[config.mk]
export PLATFORM = sky130hd
export DESIGN_NAME = vmem_port
export DESIGN_NICKNAME = d
export VERILOG_FILES = /design/src/rtl/vmem_port.sv
export SDC_FILE = /design/constraint.sdc
export NUM_CORES = 1
export LEC_CHECK = 0
export BUFFER_PORTS_ARGS = -buffer_cell sky130_fd_sc_hd__buf_4
export CAP_MARGIN = 20
export CORE_MARGIN = 3
export CORE_UTILIZATION = 57
export DETAILED_ROUTE_END_ITERATION = 7
export PLACE_DENSITY = 0.75
export SLEW_MARGIN = 10
export SYNTH_ARGS = -nofsm -noshare
export SYNTH_HDL_FRONTEND = slang
export SYNTH_SLANG_ARGS = --single-unit
[constraint.sdc]
create_clock -name clk -period 4.2 [get_ports clk]
set_input_delay 0.63 -clock clk [delete_from_list [all_inputs] [get_ports clk]]
set_output_delay 0.63 -clock clk [all_outputs]
set_load 0.02 [all_outputs]
[src/rtl/vmem_port.sv]
module vmem_port #(
  parameter int VA_W  = 14,
  parameter int PAL_W = 6
) (
  input  logic            clk,
  input  logic            rst_n,
  input  logic [1:0]      cpu_sel,
  input  logic [7:0]      cpu_wdata,
  input  logic            cpu_rd,
  input  logic            cpu_wr,
  output logic [7:0]      cpu_rdata,
  output logic [VA_W-1:0] nt_addr,
  output logic [7:0]      nt_wdata,
  output logic            nt_we,
  input  logic [7:0]      nt_rdata
);
  localparam int PAL_N = 32;
  localparam logic [1:0] SEL_STAT = 2'd0;
  localparam logic [1:0] SEL_ADDR = 2'd1;
  localparam logic [1:0] SEL_DATA = 2'd2;
  localparam logic [VA_W-1:0] ALIAS_MASK = ~(VA_W'(1) << 12);

  logic [VA_W-1:0]  vaddr;
  logic             hi_next;
  logic [7:0]       rbuf;
  logic [PAL_W-1:0] pal [PAL_N];

  wire stat_rd = cpu_rd && (cpu_sel == SEL_STAT);
  wire addr_wr = cpu_wr && (cpu_sel == SEL_ADDR);
  wire data_rd = cpu_rd && (cpu_sel == SEL_DATA);
  wire data_wr = cpu_wr && (cpu_sel == SEL_DATA);

  wire       in_pal  = &vaddr[VA_W-1:8];
  wire [4:0] pal_idx = {vaddr[4] & (vaddr[1:0] != 2'b00), vaddr[3:0]};

  assign nt_addr  = vaddr & ALIAS_MASK;
  assign nt_wdata = cpu_wdata;
  assign nt_we    = data_wr && !in_pal;

  always_comb begin
    cpu_rdata = 8'h00;
    if (cpu_sel == SEL_DATA)
      cpu_rdata = in_pal ? {{(8-PAL_W){1'b0}}, pal[pal_idx]} : rbuf;
  end

  always_ff @(posedge clk) begin
    if (!rst_n) begin
      vaddr   <= '0;
      hi_next <= 1'b1;
      rbuf    <= 8'h00;
      for (int i = 0; i < PAL_N; i++) pal[i] <= '0;
    end else begin
      if (stat_rd) hi_next <= 1'b1;
      if (addr_wr) begin
        if (hi_next) vaddr[VA_W-1:8] <= cpu_wdata[VA_W-9:0];
        else         vaddr[7:0]      <= cpu_wdata;
        hi_next <= !hi_next;
      end
      if (data_rd || data_wr) vaddr <= vaddr + 1'b1;
      if (data_rd) rbuf <= nt_rdata;
      if (data_wr && in_pal) pal[pal_idx] <= cpu_wdata[PAL_W-1:0];
    end
  end
endmodule


# [After elaboration in Yosys (flattened, before gate mapping)]
# Memory sizes are Yosys's and may differ from the RTL's.
# Index checks and enable logic that the tools add are counted.
[classes] n_reduce_logical=18 addsub=1 bitwise_logic=1 n_mux=15 eq_ne=3
[op_table] operator="14-bit 2-to-1 mux" n=2
[op_table] operator="8-bit 2-to-1 mux" n=3
[op_table] operator="14-bit by 1-bit adder with 14-bit output, second input constant" n=1
[op_table] operator="6-bit 2-to-1 mux" n=2
[op_table] operator="2-bit nonzero test" n=4
[op_table] operator="1-bit 2-to-1 mux" n=7
[op_table] operator="1-bit logical AND" n=6
[op_table] operator="6-bit AND reduction" n=1
[op_table] operator="6-bit OR reduction" n=1
[op_table] operator="5-bit 2-to-1 mux" n=1
[op_table] operator="2-bit AND reduction" n=2
[op_table] operator="2-bit by 1-bit == test with 1-bit output, second input constant" n=1
[op_table] operator="2-bit == test, second input constant" n=1
[op_table] operator="1-bit zero test" n=2
[op_table] operator="2-bit zero test" n=1
[op_table] operator="2-bit by 1-bit inequality test with 1-bit output, second input constant" n=1
[op_table] operator="1-bit AND" n=1
[op_table] operator="1-bit logical OR" n=1
[totals] out_inout_bits=31 inputBits=22 ff_bits=23 ramBits=192 mem_count=1
[memory_table] memory="pal" words=32 word_bits=6 rd=1 rd_ports_with_merged_regs=0 write_ports=32 line_no="26" source="logic [PAL_W-1:0] pal [PAL_N];"

# [Logic depth before layout (Yosys ltp)]
# Gate-level depths: netlist (run 1).
[depth] ltp_word=8 depth_mapped=12

# [Worst setup path before layout (run 1)]
# OpenSTA, ideal clock, no wires.
[synth_path] kind="reg2out" start="register vaddr[0]" end="output port cpu_rdata[5]" n_path_buf=5 path_stages_with_launch=12 t_arrival_ps=2485 required_ps=3570 setup_slack_ps=1085 cell_sequence="dfxtp_1 > buf_6 > buf_6 > buf_2 > inv_1 > ha_1 > nor2b_1 > clkbuf_1 > clkbuf_1 > and3_1 > o21ai_0 > a31oi_1"
[synth_via] elab_chain_len=5
[synth_lines] item="start: declaration" line_no="23" source="logic [VA_W-1:0] vaddr;"
[synth_lines] item="start signal: indexed assignment" line_no="55" source="if (hi_next) vaddr[VA_W-1:8] <= cpu_wdata[VA_W-9:0];"
[synth_lines] item="start signal: assignment" line_no="56" source="else vaddr[7:0] <= cpu_wdata;"
[synth_lines] item="start signal: assignment" line_no="59" source="if (data_rd || data_wr) vaddr <= vaddr + 1'b1;"
[synth_lines] item="2-bit nonzero test" line_no="34" source="wire [4:0] pal_idx = {vaddr[4] & (vaddr[1:0] != 2'b00), vaddr[3:0]};"
[synth_lines] item="1-bit AND" line_no="34"
[synth_lines] item="memory read 32 x 6 bit *"
[synth_lines] item="8-bit 2-to-1 mux *" line_no="43" source="cpu_rdata = in_pal ? {{(8-PAL_W){1'b0}}, pal[pal_idx]} : rbuf;"
[synth_lines] item="8-bit 2-to-1 mux *" line_no="42" source="if (cpu_sel == SEL_DATA)"
[synth_lines] item="end: declaration" line_no="11" source="output logic [7:0] cpu_rdata,"
# Mark *: on every way between the ends. The rest lies on a longest branch, timed or not.

# [Worst setup path in the final report (run 1)]
[layout_path] start="register vaddr[1]" end="output port cpu_rdata[1]"
# Same word-level chain as after synthesis.

==> impl_metrics.csv, run 1 <==
group,metric,value,unit
final_layout,nets,896,
place,io_buffer_count,51,
pwr,switching_power,1.02,mW
sta,fmax,260,MHz
yosys,synth.yosys.warnings,0,
clock_tree,postCtsSetupBuffers,0,
setup_path,worst-setup-path-type,"reg -> out",
yosys,synth_most_common_cell,"edfxtp_1",
setup_path,path_max_fanout,16,
setup_path,cp_slowest_cell,"a2111oi_0",
pwr,clkPwrFrac,41.4,%
pwr,seq_power_share,51.3,%
yosys,synth_common_cells,"edfxtp_1 (192), and2_1 (169), nor2_1 (52)",
floorplanning,ios,53,
yosys,synth_edf_count,192,
global_routing,grt_overflow,0,
floorplanning,die_h,141,µm
sta,drv_slew,0,
drt,drc,0,
global_routing,grt_pass1_vias,6868,
floorplanning,die_x,141,µm
final_layout,areaGrowthSynthToFinish,11.2,%
pwr,p_leak,4.20,nW
yosys,syn_area,0.0105,mm²
final_layout,final_area,0.0116,mm²
drt,wl_per_cell,23.0,µm
setup_path,cpMostUsedCell,"a2111oi_0",
yosys,yosys.area.top_type,"edfxtp_1",
sta,finalCriticalPeriod,3.85,ns
sta,skew,0.0146,ns
place,gp_congestion,0.902,
clock_tree,clockRootBuffer,"clkbuf_16",
sta,final-setup-viol-count,0,
clock_tree,numCtsBuffers,22,
final_layout,drive_gt1_share,15.7,%
global_routing,grt_pass1_wl,39.0,mm
floorplanning,die_area,0.0200,mm²
sta,worstMarginPinSlew,0.996,ns
yosys,async_flop_share,0,%
pwr,internal_power,3.74,mW
drt,first_pass_iters,6,
setup_path,path_cells,"inv_1, ha_1, nand2b_1, a2111oi_0, nor4_1, a2111oi_0, nor3_1, buf_4",
setup_path,rr_startpoint,"vaddr[9]",
global_routing,antenna_found_initial,0,
clock_tree,postCtsResizedCells,0,
pwr,worst_ir_drop_vdd,0.341,mV
setup_path,cp.required,3.57,ns
yosys,synthesis.instances,836,
pwr,finalPower,4.76,mW
drt,drtAntennaViolNets,0,
floorplanning,start_util,59.4,%
pwr,swShare,21.4,%
clock_tree,cts_sinks,215,
setup_path,start_kind,"flop",
floorplanning,core_area,0.0176,mm²
yosys,ys_ff_latch,215,
drt,wirelength,25.5,mm
clock_tree,cts-htree-levels,1,
yosys,synth-main-ff-cell,"edfxtp_1",
sta,finalCritPeriodShare,91.6,%
sta,slew_headroom,33.5,%
yosys,ys_types,48,
setup_path,cpPeakStageDelay,0.55,ns
clock_tree,clk_path_buf_depth,3,
drt,vias_per_cell,6.24,
setup_path,crit_start,"vaddr[1]",
hold_path,holdCritStartpoint,"nt_rdata[5]",
setup_path,cp.arrival,3.22,ns
floorplanning,rows,48,
yosys,ys_seq_area_share,59.5,%
place,hpwl,17.1,mm
pwr,p_per_area,409,mW/mm²
pwr,p_comb_share,7.2,%
clock_tree,clkTransAtPathRegs,0.06,ns
sta,rsz0062_at_grt,"no",
hold_path,hp-class,"in -> reg",
drt,vias,6926,
yosys,ys_top_cells_by_area,"edfxtp_1 (55%), and2_1 (10%), mux4_2 (6.9%)",
clock_tree,cts_tree,"done",
sta,tns,0,ns
run,maxCapViolCount,0,
yosys,syn_avg_cell_area,12.5,µm²
outcome,status,"completed",
global_routing,grt_max_degree,55,
clock_tree,worstSkewPairLatency,0.50,ns
final_layout,diodes,0,
global_routing,grt_use_total,25.6,%
yosys,synth_top_area_share,55.1,%
sta,hold_viol_final,0,
final_layout,nFillCells,1295,
place,dpl-instance-area,0.0109,mm²
clock_tree,postCtsHoldBufs,0,
drt,drt_iter0_drc,856,
setup_path,critPathCaptureType,"output port",
[layout by cell type (no fill, tap or decap), types with 2 or more instances in the layout]
cell type  instances
a21oi_1           22
clkbuf_16         23
a211oi_1           2
a2111oi_0          4
o21ai_0           44
bufinv_16          3
nand2b_1           2
nor2b_1           12
a311oi_1           4
mux2i_1           30
a221oi_1           2
clkinv_1           2
mux4_2            32
nand3_1           34
mux2_2             3
buf_4             66
ha_1               4
and2_1           169
clkinv_2           2
a222oi_1           3
o2111ai_1          3
dfxtp_1           21
nor4_1             4
o221a_2            3
edfxtp_1         192
a22oi_1           12
inv_1              7
nor3_1             6
nor3b_1            3
nor2_1            52
a31oi_1            3
clkbuf_1           8
conb_1            25
nand4_1            7
nand2_1           47
and3_1            11
[critical path: cells and delay by family, from the launching register on]
kind	cells	cell delay, ns
DFF	1	0.45
buffers and inverters	2	0.29
adders and majority gates	1	0.24
and+or+nand+nor	3	0.67
AOI/OAI and AO/OA	2	1.06
[cell families after synthesis]
| group | share of synthesized area, % |
|---|---|
| compound gates | 6.41 |
| other cells | 0.0359 |
| mux | 10.3 |
| flops | 59.5 |
| simple gates | 18.7 |
| buf+inv | 4.52 |
| fa+ha+maj | 0.479 |
[power groups by stage]
stage               logic (mW)  clock network [mW]  registers (mW)
finish                   0.345                1.97            2.44
global route             0.366                2.08            2.45
CTS                      0.342                2.00            2.44
detailed placement       0.341                   0            2.49
global placement         0.333                   0            2.48
floorplan                0.240                   0            2.47
[worst paths after layout]
kind	cells past startpoint	endpoint	slack, ns
setup / recovery	8	cpu_rdata[1]	0.35
hold / removal	3	rbuf[5]	0.40
setup reg to reg	4	pal[1][2]	1.26
hold reg to reg	2	rbuf[5]	0.46
[routing by layer]
metal	share of wire (%)	GRT usage (%)	wire (µm)
met4	3.6	8.33	918
met2	49	41.9	12400
met1	38	35.1	9770
met5	0	0	0
met3	9.5	4.85	2410
[flip-flops by register name, indices dropped and copies added, names as in the netlist]
name and cells:
vaddr 14, rbuf 8, pal 192, hi_next 1
[final cells by class]
cell class | count | area, µm² | share of cell area, %
Sequential cell | 215 | 6230 | 53.6
Multi-Input combinational cell | 557 | 3850 | 33.1
Clock buffer | 32 | 619 | 5.32
Timing Repair Buffer | 67 | 515 | 4.43
Tap cell | 225 | 282 | 2.42
Clock inverter | 7 | 108 | 0.925
Inverter | 7 | 26.3 | 0.226
[per-stage QoR]
step / hold slack [ns] / setup WS (ns) / instances / utilization [%]
floorplan: 0.432 / 1.08 / 860 / -
global placement: 0.444 / 1.01 / 1071 / 62.0
detailed placement: 0.454 / 0.873 / 1071 / 62.0
CTS: 0.384 / 0.351 / 1110 / 66.1
global route: 0.396 / 0.150 / 1110 / 66.1
finish: 0.398 / 0.353 / 1110 / 66.1
No activity file was read; power rests on OpenSTA's default activity.
==> run 2, diff against run 1 <==
--- a/config.mk
+++ b/config.mk
@@ -5,13 +5,12 @@
 export SDC_FILE = /design/constraint.sdc
 export NUM_CORES = 1
 export LEC_CHECK = 0
+export ABC_AREA = 1
 export BUFFER_PORTS_ARGS = -buffer_cell sky130_fd_sc_hd__buf_4
 export CAP_MARGIN = 20
-export CORE_MARGIN = 3
 export CORE_UTILIZATION = 57
 export DETAILED_ROUTE_END_ITERATION = 7
 export PLACE_DENSITY = 0.75
-export SLEW_MARGIN = 10
 export SYNTH_ARGS = -nofsm -noshare
 export SYNTH_HDL_FRONTEND = slang
 export SYNTH_SLANG_ARGS = --single-unit
==> impl_metrics.csv, run 2 <==
group,metric,value,unit
sta,fmax,279,MHz
pwr,p_per_area,400,mW/mm²
floorplanning,die_area,0.0195,mm²
floorplanning,core_area,0.0183,mm²
setup_path,critPathCaptureType,"output port",
final_layout,areaGrowthSynthToFinish,10.9,%
clock_tree,cts_tree,"done",
floorplanning,die_x,140,µm
global_routing,grt_pass1_vias,8034,
sta,setup_ws,0.618,ns
yosys,ys_ff_latch,215,
final_layout,final_common_cell,"nand2_1",
final_layout,drive_gt1_share,8.11,%
clock_tree,postCtsSetupBuffers,0,
setup_path,path_cells,"inv_2, buf_4, nand2_1, nand3_1, nand2_1, nand2_1, nand2_1, nor2_1, nand3_1, nand2_1, inv_1, buf_4",
yosys,syn_area,0.0108,mm²
sta,worstMarginPinSlew,0.961,ns
setup_path,worst-path-buf-inv,4,
drt,vias,8411,
drt,vias_per_cell,5.31,
yosys,synthesis.instances,1311,
yosys,yosys.area.top_type,"edfxtp_1",
global_routing,antenna_found_initial,0,
yosys,syn_avg_cell_area,8.23,µm²
sta,finalCriticalPeriod,3.58,ns
setup_path,path_max_fanout,91,
drt,wl_per_cell,16.4,µm
sta,skew,0.0214,ns
clock_tree,postCtsHoldBufs,0,
setup_path,cpMostUsedCell,"nand2_1",
run,maxCapViolCount,0,
drt,wirelength,26.0,mm
global_routing,grt_max_degree,92,
floorplanning,start_util,59.1,%
final_layout,reg_top3,"pal x192, vaddr x14, rbuf x8",
yosys,ys_types,27,
pwr,worst_ir_drop_vdd,0.314,mV
sta,rsz0062_at_grt,"no",
global_routing,grt_use_total,27.3,%
final_layout,largest_register_ff_count,192,
drt,first_pass_iters,7,
clock_tree,cts-htree-levels,1,
sta,drv_slew,0,
yosys,synth_common_cells,"nand2_1 (401), nor2_1 (229), edfxtp_1 (192)",
clock_tree,clkTransAtPathRegs,0.06,ns
hold_path,holdCritStartpoint,"nt_rdata[1]",
pwr,p_leak,5.46,nW
yosys,synth_top_area_share,53.4,%
drt,drtAntennaViolNets,0,
yosys,synth-main-ff-cell,"edfxtp_1",
clock_tree,clk_path_buf_depth,3,
drt,drt_iter0_drc,747,
yosys,ys_seq_area_share,57.7,%
setup_path,cp_top_family,"buffers and inverters",
yosys,ys_top_cells_by_area,"edfxtp_1 (53%), nand2_1 (14%), nor2_1 (8.0%)",
sta,tns,0,ns
floorplanning,rows,49,
setup_path,crit_start,"vaddr[0]",
yosys,synth_most_common_cell,"nand2_1",
final_layout,nFillCells,1484,
sta,final-setup-viol-count,0,
clock_tree,cts_sinks,215,
floorplanning,die_h,140,µm
final_layout,layout_common_cells,"nand2_1 (401), nor2_1 (229), edfxtp_1 (192)",
final_layout,diodes,0,
setup_path,cp.arrival,2.95,ns
setup_path,start_kind,"flop",
clock_tree,clockRootBuffer,"clkbuf_16",
global_routing,grt_overflow,0,
setup_path,cp.required,3.57,ns
clock_tree,numCtsBuffers,23,
floorplanning,ios,53,
drt,drc,0,
hold_path,hp-class,"in -> reg",
setup_path,cp_slowest_cell,"buf_4",
clock_tree,postCtsResizedCells,0,
sta,finalCritPeriodShare,85.3,%
yosys,synth.yosys.warnings,0,
yosys,synth_edf_count,192,
place,io_buffer_count,51,
place,post-place-ws,1.25,ns
global_routing,grt_pass1_wl,41.1,mm
setup_path,cpPeakStageDelay,0.74,ns
final_layout,nets,1367,
final_layout,largest_register,"pal",
setup_path,rr_startpoint,"vaddr[0]",
clock_tree,worstSkewPairLatency,0.52,ns
place,gp_congestion,0.857,
setup_path,worst-setup-path-type,"reg -> out",
sta,slew_headroom,35.9,%
place,hpwl,16.1,mm
sta,hold_viol_final,0,
outcome,status,"completed",
yosys,async_flop_share,0,%
[run 2: power breakdown]
| part | switching, mW | internal [mW] |
|---|---|---|
| clock | 0.816 | 1.18 |
| combinational | 0.258 | 0.100 |
| sequential | 0.0289 | 2.41 |
| total | 1.10 | 3.69 |
[run 2: cell type report]
class	instances	area [µm²]	area share, %
multi-input cells	850	3540	29.6
repair buffers	62	473	3.95
clock buffers	26	587	4.90
well taps	229	287	2.39
flip-flops and latches	215	6230	52.1
inverters	189	709	5.93
clock inverters	14	139	1.16
[run 2: worst reg2reg max path, cell delays in order, from the launching register on]
cell	delay [ns]
dfxtp_4	0.52
buf_4	0.69
ha_1	0.38
inv_1	0.09
nor2_4	0.34
nand2_1	0.31
nand2_1	0.32
[run 2: cell families (layout without fill, tap and decap cells)]
family	count (synthesis)	in the layout	share of synthesized area [%]
other cells	1	25	0.0348
fa+ha+maj	4	4	0.464
compound gates	69	69	3.34
xor+xnor	3	3	0.244
buf+inv	270	291	10.3
flops	215	215	57.7
simple gates	749	749	27.9
[run 2: worst paths after layout]
check                               endpoint  slack [ns]  cells after the start
worst min register to register       rbuf[3]        0.46                      2
worst min-delay path                 rbuf[1]        0.41                      3
worst max register to register    pal[19][0]        1.25                      6
worst max-delay path            cpu_rdata[5]        0.62                     12
[run 2: stage by stage]
step	total power [mW]	area, µm²	hold WS, ns	std cells	utilization (%)
global placement	2.83	11200	0.440	1544	61.5
finish	4.79	12000	0.407	1585	65.5
detailed placement	2.83	11200	0.449	1544	61.5
global route	4.92	12000	0.456	1585	65.5
floorplan	2.72	10900	0.430	1335	-
CTS	4.79	12000	0.406	1584	65.4
[run 2: layer usage]
layer	global-route usage, %	routed length [µm]
met3	5.44	2480
met4	7.06	489
met5	0	0
met1	36.8	10800
met2	45.3	12200
